<file path="src/rtl/bsj_pkg.sv">
package bsj_pkg;
  typedef enum logic {
    DIR_RETARD  = 1'b0,
    DIR_ADVANCE = 1'b1
  } jump_dir_e;

  typedef struct packed {
    logic      hit;
    jump_dir_e dir;
  } verdict_t;
endpackage

</file>
<file path="src/rtl/bsj_discrim.sv">
module bsj_discrim
  import bsj_pkg::*;
#(
  parameter int unsigned MAG_W = 16,
  localparam int unsigned THR_W = MAG_W + 1
) (
  input  logic signed [MAG_W-1:0] ve_i,
  input  logic signed [MAG_W-1:0] vl_i,
  input  logic        [THR_W-1:0] thresh_i,
  output verdict_t                verdict_o
);
  logic signed [THR_W-1:0] diff;
  logic        [THR_W-1:0] mag;

  // one guard bit: full-scale difference never wraps
  always_comb begin
    diff = THR_W'(ve_i) - THR_W'(vl_i);
    mag  = diff[THR_W-1] ? $unsigned(-diff) : $unsigned(diff);
    verdict_o.hit = (mag > thresh_i);
    verdict_o.dir = diff[THR_W-1] ? DIR_RETARD : DIR_ADVANCE;
  end
endmodule

</file>
<file path="src/rtl/bsj_holdoff.sv">
module bsj_holdoff #(
  parameter int unsigned HOLD_W = 8
) (
  input  logic              clk_i,
  input  logic              rst_ni,
  input  logic              dump_i,
  input  logic              fire_i,
  input  logic [HOLD_W-1:0] load_i,
  output logic              open_o
);
  logic [HOLD_W-1:0] cnt_q;

  always_ff @(posedge clk_i or negedge rst_ni) begin
    if (!rst_ni) begin
      cnt_q <= '0;
    end else if (dump_i) begin
      if (fire_i)          cnt_q <= load_i;
      else if (cnt_q != 0) cnt_q <= cnt_q - 1'b1;
    end
  end

  assign open_o = (cnt_q == '0);
endmodule

</file>
<file path="src/rtl/boc_side_peak_jumper.sv">
module boc_side_peak_jumper
  import bsj_pkg::*;
#(
  parameter int unsigned MAG_W       = 16,
  parameter int unsigned HOLD_W      = 8,
  parameter int unsigned CHIP_FRAC_W = 10,
  parameter int unsigned SC_RATIO    = 1,
  localparam int unsigned THR_W      = MAG_W + 1,
  localparam int unsigned STEP_VAL   = (1 << CHIP_FRAC_W) / (2 * SC_RATIO)
) (
  input  logic                    clk_i,
  input  logic                    rst_ni,
  input  logic                    dump_i,
  input  logic                    track_en_i,
  input  logic signed [MAG_W-1:0] ve_i,
  input  logic signed [MAG_W-1:0] vl_i,
  input  logic        [THR_W-1:0] thresh_i,
  input  logic       [HOLD_W-1:0] holdoff_i,
  output logic                    jump_o,
  output logic                    jump_adv_o,
  output logic [CHIP_FRAC_W-1:0]  jump_step_o
);
  verdict_t verdict;
  logic     hold_open;
  logic     fire;
  logic     jump_q;
  logic     adv_q;

  bsj_discrim #(.MAG_W(MAG_W)) i_discrim (
    .ve_i      (ve_i),
    .vl_i      (vl_i),
    .thresh_i  (thresh_i),
    .verdict_o (verdict)
  );

  assign fire = dump_i & track_en_i & verdict.hit & hold_open;

  bsj_holdoff #(.HOLD_W(HOLD_W)) i_holdoff (
    .clk_i  (clk_i),
    .rst_ni (rst_ni),
    .dump_i (dump_i),
    .fire_i (fire),
    .load_i (holdoff_i),
    .open_o (hold_open)
  );

  always_ff @(posedge clk_i or negedge rst_ni) begin
    if (!rst_ni) begin
      jump_q <= 1'b0;
      adv_q  <= 1'b0;
    end else begin
      jump_q <= fire;
      adv_q  <= fire & (verdict.dir == DIR_ADVANCE);
    end
  end

  assign jump_o      = jump_q;
  assign jump_adv_o  = adv_q;
  assign jump_step_o = jump_q ? CHIP_FRAC_W'(STEP_VAL) : '0;
endmodule

</file>
<file path="config.mk">
export PLATFORM = sky130hd
export DESIGN_NAME = boc_side_peak_jumper
export DESIGN_NICKNAME = d
export VERILOG_FILES = /design/src/rtl/bsj_pkg.sv /design/src/rtl/bsj_discrim.sv /design/src/rtl/bsj_holdoff.sv /design/src/rtl/boc_side_peak_jumper.sv
export SDC_FILE = /design/constraint.sdc
export NUM_CORES = 1
export LEC_CHECK = 0
export ABC_AREA = 1
export CORE_UTILIZATION = 50
export DETAILED_ROUTE_END_ITERATION = 10
export GPL_ROUTABILITY_DRIVEN = 0
export PLACE_DENSITY_LB_ADDON = 0.25
export SETUP_SLACK_MARGIN = 0.05
export SKIP_LAST_GASP = 1
export SLEW_MARGIN = 5
export SYNTH_ARGS = -nofsm -noshare
export SYNTH_HDL_FRONTEND = slang
export SYNTH_SLANG_ARGS = --single-unit
</file>
<file path="constraint.sdc">
create_clock -name clk_i -period 2.3 [get_ports clk_i]
set_clock_uncertainty 0.05 [all_clocks]
set_input_delay 0.46 -clock clk_i [delete_from_list [all_inputs] [get_ports clk_i]]
set_output_delay 0.46 -clock clk_i [all_outputs]
set_load 0.005 [all_outputs]
</file>
# After elaboration in Yosys (flattened, before gate mapping)
# Index checks and enable logic that the tools add are counted.
classes:
  addsub: 3
  order_cmp: 1
  n_mux: 5
  n_bitwise: 4
  reduce_logical: 4
op_table:
  columns: ["op", "count"]
  rows:
  - ["greater-than comparator 17 bit", 1]
  - ["two-way mux 17 bit", 1]
  - ["negator 17 bit", 1]
  - ["subtractor 16 x 16 -> 17 bit", 1]
  - ["two-way mux 8 bit", 2]
  - ["two-way mux 10 bit", 1]
  - ["zero test 8 bit", 1]
  - ["nonzero test 8 bit", 1]
  - ["subtractor 8 x 1 -> 8 bit (second input constant)", 1]
  - ["bitwise AND 1 bit", 4]
  - ["AND reduction 2 bit", 1]
  - ["nonzero test 2 bit", 1]
  - ["two-way mux 1 bit", 1]
totals:
  regBits: 10
  inputBits: 61
  out_inout_bits: 12
  word_cells: 20

# Depth between registers and ports, before layout
logic_depth:
  depth_word: 8
  ltp_mapped: 29
  ltp_nobuf: 29

# Modules after synthesis
# From an unflattened synthesis, not the netlist that was laid out.
unflattened:
  cells_unflattened: 492
  hier_area_um2: 2786.4
by_module_without_submodules:
  columns: ["module", "instances", "cells_each", "area_each_um2", "seq_area_each_um2"]
  rows:
  - ["bsj_discrim", 1, 381, 2029.4, 0.0]
  - ["bsj_holdoff", 1, 93, 603.1, 200.2]
  - ["boc_side_peak_jumper", 1, 18, 153.9, 50.0]

# Worst setup path after synthesis
# No wires, ideal clock.
synth_timing:
  path_kind: "input-to-reg"
  start: "input ve_i[0]"
  end: "register i_holdoff.cnt_q[1]"
  setup_time_ps: 116
  arrival_time_ps: 3542
  required_time_ps: 2134
  setup_slack_ps: -1408
  stages: 23
  path_buffers: 0
  path_cell_list: "inv_1 -> ha_1 -> fa_1 -> ha_1 -> a21boi_1 -> nand3_1 -> nor2_1 -> nand3_1 -> nor2_2 -> nand2_1 -> nand2_2 -> xor2_1 -> inv_1 -> ha_1 -> nand2_1 -> nor3_1 -> a31oi_1 -> nand2_1 -> nand2_2 -> inv_2 -> nor2_1 -> nand2_1 -> nand2_1"
synth_via:
  elab_chain_cells: 8
  elab_cells_between_ends: 9
  cone_classes: "add/sub: 2; order compare: 1; mux: 2; bitwise: 2; reduce/logical: 2"
synth_lines:
  columns: ["item", "line_no", "source"]
  rows:
  - ["start, declared", "boc_side_peak_jumper.sv:15", "input logic signed [MAG_W-1:0] ve_i,"]
  - ["subtractor 16 x 16 -> 17 bit (*)", "bsj_discrim.sv:17", "diff = THR_W'(ve_i) - THR_W'(vl_i);"]
  - ["negator 17 bit", "bsj_discrim.sv:18", "mag = diff[THR_W-1] ? $unsigned(-diff) : $unsigned(diff);"]
  - ["two-way mux 17 bit (*)", "bsj_discrim.sv:18", null]
  - ["greater-than comparator 17 bit (*)", "bsj_discrim.sv:19", "verdict_o.hit = (mag > thresh_i);"]
  - ["bitwise AND 1 bit (*) (2 in a row)", "boc_side_peak_jumper.sv:36", "assign fire = dump_i & track_en_i & verdict.hit & hold_open;"]
  - ["nonzero test 2 bit (no source line)", null, null]
  - ["AND reduction 2 bit (no source line)", null, null]
  - ["end signal, assigned", "bsj_holdoff.sv:17", "if (fire_i) cnt_q <= load_i;"]
  - ["end signal, assigned", "bsj_holdoff.sv:18", "else if (cnt_q != 0) cnt_q <= cnt_q - 1'b1;"]
  - ["end, declared", "bsj_holdoff.sv:11", "logic [HOLD_W-1:0] cnt_q;"]
# Mark *: on every way between the ends. The rest lies on a longest branch, timed or not.
# A chain may end at the register's enable or synchronous reset.

# Worst setup path in the final report
layout_timing:
  start: "input ve_i[5]"
  end: "register i_holdoff.cnt_q[5]"
# The elaborated chain is that of the path after synthesis.

==> flow_metrics.env <==
export IMPL_synth_seq_cells=10
export IMPL_detailedRoute_firstIterationViolations=893
export IMPL_fp_dieW_um=75.0
export IMPL_routed_wirelength_normalized_by_instance_count_um=21.9
export IMPL_ys_types=30
export IMPL_grt_busiest_layer="met2"
export IMPL_critical_path_peak_fanout=8
export IMPL_coreArea_um2=5110
export IMPL_syn_mean_instance_area_um2=5.73
export IMPL_report_final_slew_viol_count=0
export IMPL_post_place_cells=652
export IMPL_worst_skew_pair_late_latency_ns=0.25
export IMPL_startpoint_type="input pin"
export IMPL_grt_first_pass_wirelength_mm=14.3
export IMPL_synth_area_leaders="sky130_fd_sc_hd__nand2_1, sky130_fd_sc_hd__ha_1, sky130_fd_sc_hd__inv_1"
export IMPL_antenna_cells_inserted=0
export IMPL_vias=4349
export IMPL_drt_wl_total_mm=14.9
export IMPL_groute_layer_met2_usage=0.595
export IMPL_power_per_cell_area_nw_per_um2=561
export IMPL_dp_hpwl_mm=6.02
export IMPL_total_congestion_overflow=0
export IMPL_total_leakage_power_nw=2.59
export IMPL_cts_root_buffer_type="sky130_fd_sc_hd__clkbuf_8"
export IMPL_worst_setup_path_type="in2reg"
export IMPL_worstMarginPinSlew_ns=0.561
export IMPL_tritoncts="yes"
export IMPL_filler_cell_count=152
export IMPL_synthDominantCellAreaShare=0.203
export IMPL_area_growth_syn_to_layout_pct=81.5
export IMPL_synthCells=465
export IMPL_fin_util=0.946
export IMPL_floorplan_die_area_um2=5620
export IMPL_final_min_clock_period_ns=4.53
export IMPL_cts_made_buffers=3
export IMPL_drt_pass1_iter_count=8
export IMPL_ios=73
export IMPL_drive_above_1_share=0.416
export IMPL_clock_sinks=10
export IMPL_violated_checks="setup timing"
export IMPL_synth_cell_area_um2=2660
export IMPL_worst_endpoint_arrival_ns=4.64
export IMPL_use_met3=0.0602
export IMPL_clkSlewWorstSetupHoldPaths_ns=0.06
export IMPL_fmaxAchievable_mhz=221
export IMPL_layoutNonFillerInstCount=680
export IMPL_yosys_most_used_dff="sky130_fd_sc_hd__dfrtp_1"
export IMPL_floorplan_initialDensity=0.521
export IMPL_run_status="finished, violations left"
export IMPL_grt_util_met1=0.370
export IMPL_timing_final_crit_share=1.97
export IMPL_antenna_found_initial=0
export IMPL_critical_path_endpoint_category="flop"
export IMPL_post_synth_most_frequent_cells="sky130_fd_sc_hd__nand2_1, sky130_fd_sc_hd__inv_1, sky130_fd_sc_hd__ha_1, sky130_fd_sc_hd__nor2_1, sky130_fd_sc_hd__nand3_1"
export IMPL_vdd_drop_max_uv=465
export IMPL_routed_via_density=6.40
export IMPL_rows=26
export IMPL_clock_tree_buffer_depth=2
export IMPL_rsz0062_at_grt="yes"
export IMPL_cts_htree_levels=1
export IMPL_floorplan_die_height_um=75.0
export IMPL_via_count_of_the_first_global_routing_pass=3472
export IMPL_cap_viol_max_count=0
export IMPL_ys_seq_area_frac=0.0940
export IMPL_port_buffer_count=63
export IMPL_synth_async_sr_flop_share=1.00
export IMPL_total_setup_violations_reported_at_the_end_of_the_flow=10
export IMPL_worst_endpoint_required_ns=2.40
export IMPL_synth_yosys_warnings=0
export IMPL_finalWorstSetupSlack_ns=-2.23
export IMPL_synth_enable_flop_cells=0
export IMPL_hold_violations=0
export IMPL_grt_total_usage=0.327
export IMPL_yosys_area_top_type="sky130_fd_sc_hd__nand2_1"
export IMPL_drt_drc_violations_left=0
export IMPL_grt_start_max_net_pins=11
export IMPL_relSlewSlack=0.625
export IMPL_drtAntennaViolNets=0
export IMPL_most_common_cell_in_the_synthesized_netlist="sky130_fd_sc_hd__nand2_1"
export IMPL_hp_class="reg2reg"
export IMPL_finish_net_count=708
export IMPL_postCtsHoldBufs=0
==> cell type report <==
type                       instances  area [µm²]  area share
clock buffer                       4        55.1      0.0114
sequential                        10         250      0.0518
timing repair buffer             142        1270       0.263
timing repair inverter             1        6.26     0.00129
inverter                         102         410      0.0849
tap                               70        87.6      0.0181
multi-input combinational        351        2750       0.570
==> sequential cells by signal, indices dropped and copies added, names as in the netlist <==
name	flops
jump_o	1
jump_adv_o	1
i_holdoff.cnt_q	8
==> layer usage <==
layer / up-vias / routed length [µm]
met5: - / 0
met4: 0 / 1330
met3: 184 / 1990
met2: 478 / 6570
met1: 1953 / 4990
li1: 1734 / -
==> through the flow <==
step | power, mW | TNS [ns] | worst slack, ns | cell area, µm² | hold slack (ns)
global route | 2.85 | -23.75 | -2.48 | 4830 | 0.507
finish | 2.71 | -21.75 | -2.23 | 4830 | 0.476
detailed placement | 1.67 | -22.33 | -2.30 | 3790 | 0.438
global placement | 1.60 | -20.89 | -2.12 | 3790 | 0.434
CTS | 2.03 | -14.21 | -1.49 | 4170 | 0.451
floorplan | 1.21 | -11.94 | -1.26 | 2740 | 0.114
==> layout by cell type, fill, tap and decap left out, types with 2 or more instances in the layout <==
master                            synthesis  layout
sky130_fd_sc_hd__nand2_1                144      88
sky130_fd_sc_hd__inv_1                   97      83
sky130_fd_sc_hd__buf_4                   10      73
sky130_fd_sc_hd__nand2_2                 11      53
sky130_fd_sc_hd__clkdlybuf4s50_1          0      50
sky130_fd_sc_hd__nand3_2                  5      19
sky130_fd_sc_hd__ha_1                    35      18
sky130_fd_sc_hd__nand4_1                 16      16
sky130_fd_sc_hd__ha_4                     0      16
sky130_fd_sc_hd__inv_2                    4      15
sky130_fd_sc_hd__nor2_1                  33      15
sky130_fd_sc_hd__nor2_4                   0      15
sky130_fd_sc_hd__nand2_4                  1      14
sky130_fd_sc_hd__nand3_1                 31      13
sky130_fd_sc_hd__a21oi_1                 19      11
sky130_fd_sc_hd__xor2_1                  10      10
sky130_fd_sc_hd__dfrtp_1                 10      10
sky130_fd_sc_hd__conb_1                   1       9
sky130_fd_sc_hd__dlymetal6s2s_1           0       9
sky130_fd_sc_hd__a21oi_2                  1       8
sky130_fd_sc_hd__nor2_2                   4       7
sky130_fd_sc_hd__buf_6                    1       7
sky130_fd_sc_hd__xnor2_1                  6       6
sky130_fd_sc_hd__o21ai_0                  8       5
sky130_fd_sc_hd__nand3b_1                 5       5
sky130_fd_sc_hd__nand3_4                  0       4
sky130_fd_sc_hd__nor3_4                   1       4
sky130_fd_sc_hd__clkbuf_8                 0       4
sky130_fd_sc_hd__o21ai_1                  0       3
sky130_fd_sc_hd__nand2_8                  0       2
sky130_fd_sc_hd__inv_4                    1       2
==> worst max-delay path, cell delays in order <==
cell,delay (ns)
sky130_fd_sc_hd__clkdlybuf4s50_1,0.46
sky130_fd_sc_hd__ha_4,0.34
sky130_fd_sc_hd__nand2_1,0.10
sky130_fd_sc_hd__nand2_2,0.10
sky130_fd_sc_hd__nand2_1,0.10
sky130_fd_sc_hd__nand2_1,0.11
sky130_fd_sc_hd__inv_1,0.08
sky130_fd_sc_hd__nand2_2,0.11
sky130_fd_sc_hd__nand3_2,0.11
sky130_fd_sc_hd__nand3_2,0.15
sky130_fd_sc_hd__nand2_8,0.11
sky130_fd_sc_hd__nor2_1,0.41
sky130_fd_sc_hd__xnor2_1,0.24
sky130_fd_sc_hd__inv_1,0.09
sky130_fd_sc_hd__ha_1,0.31
sky130_fd_sc_hd__nand2_2,0.09
sky130_fd_sc_hd__o21ai_0,0.26
sky130_fd_sc_hd__nand2_1,0.14
sky130_fd_sc_hd__nand3_1,0.10
sky130_fd_sc_hd__nand2_1,0.09
sky130_fd_sc_hd__nand3_4,0.14
sky130_fd_sc_hd__nand3_4,0.17
sky130_fd_sc_hd__nand2_2,0.14
sky130_fd_sc_hd__nand3_1,0.08
sky130_fd_sc_hd__o21ai_1,0.13
==> path summary, 6_finish.rpt <==
check,slack (ns),cells past startpoint,end,start
worst max-delay path,-2.23,25,i_holdoff.cnt_q[5],ve_i[5]
worst min-delay path,0.48,2,i_holdoff.cnt_q[4],i_holdoff.cnt_q[4]
worst max register to register,-0.06,10,i_holdoff.cnt_q[7],i_holdoff.cnt_q[0]
worst min register to register,0.48,2,i_holdoff.cnt_q[4],i_holdoff.cnt_q[4]
max in group asynchronous,1.31,1,i_holdoff.cnt_q[7],rst_ni
min in group asynchronous,0.52,1,i_holdoff.cnt_q[0],rst_ni
==> repair_timing <==
item	in CTS	in global routing
pin swaps	29	88
setup endpoints to repair	10	10
setup buffers	9	13
gates cloned	2	0
gates resized for setup	57	155
==> kinds of logic after synthesis <==
kind of cell | count (synthesis) | share of synthesized area
AND/OR/NAND/NOR | 256 | 0.435
XOR/XNOR | 16 | 0.0526
AO/OA/AOI/OAI | 33 | 0.0677
adder cells (fa/ha/maj) | 36 | 0.172
buffers and inverters | 113 | 0.177
other | 1 | 0.00141
flip-flops | 10 | 0.0940
==> report_power, final <==
part           leakage (nW)  internal, mW  switching [mW]
Combinational          2.43         0.858            1.28
Sequential            0.128         0.244          0.0883
Clock                0.0288         0.152          0.0878
Power figures use the tool's default switching activity.
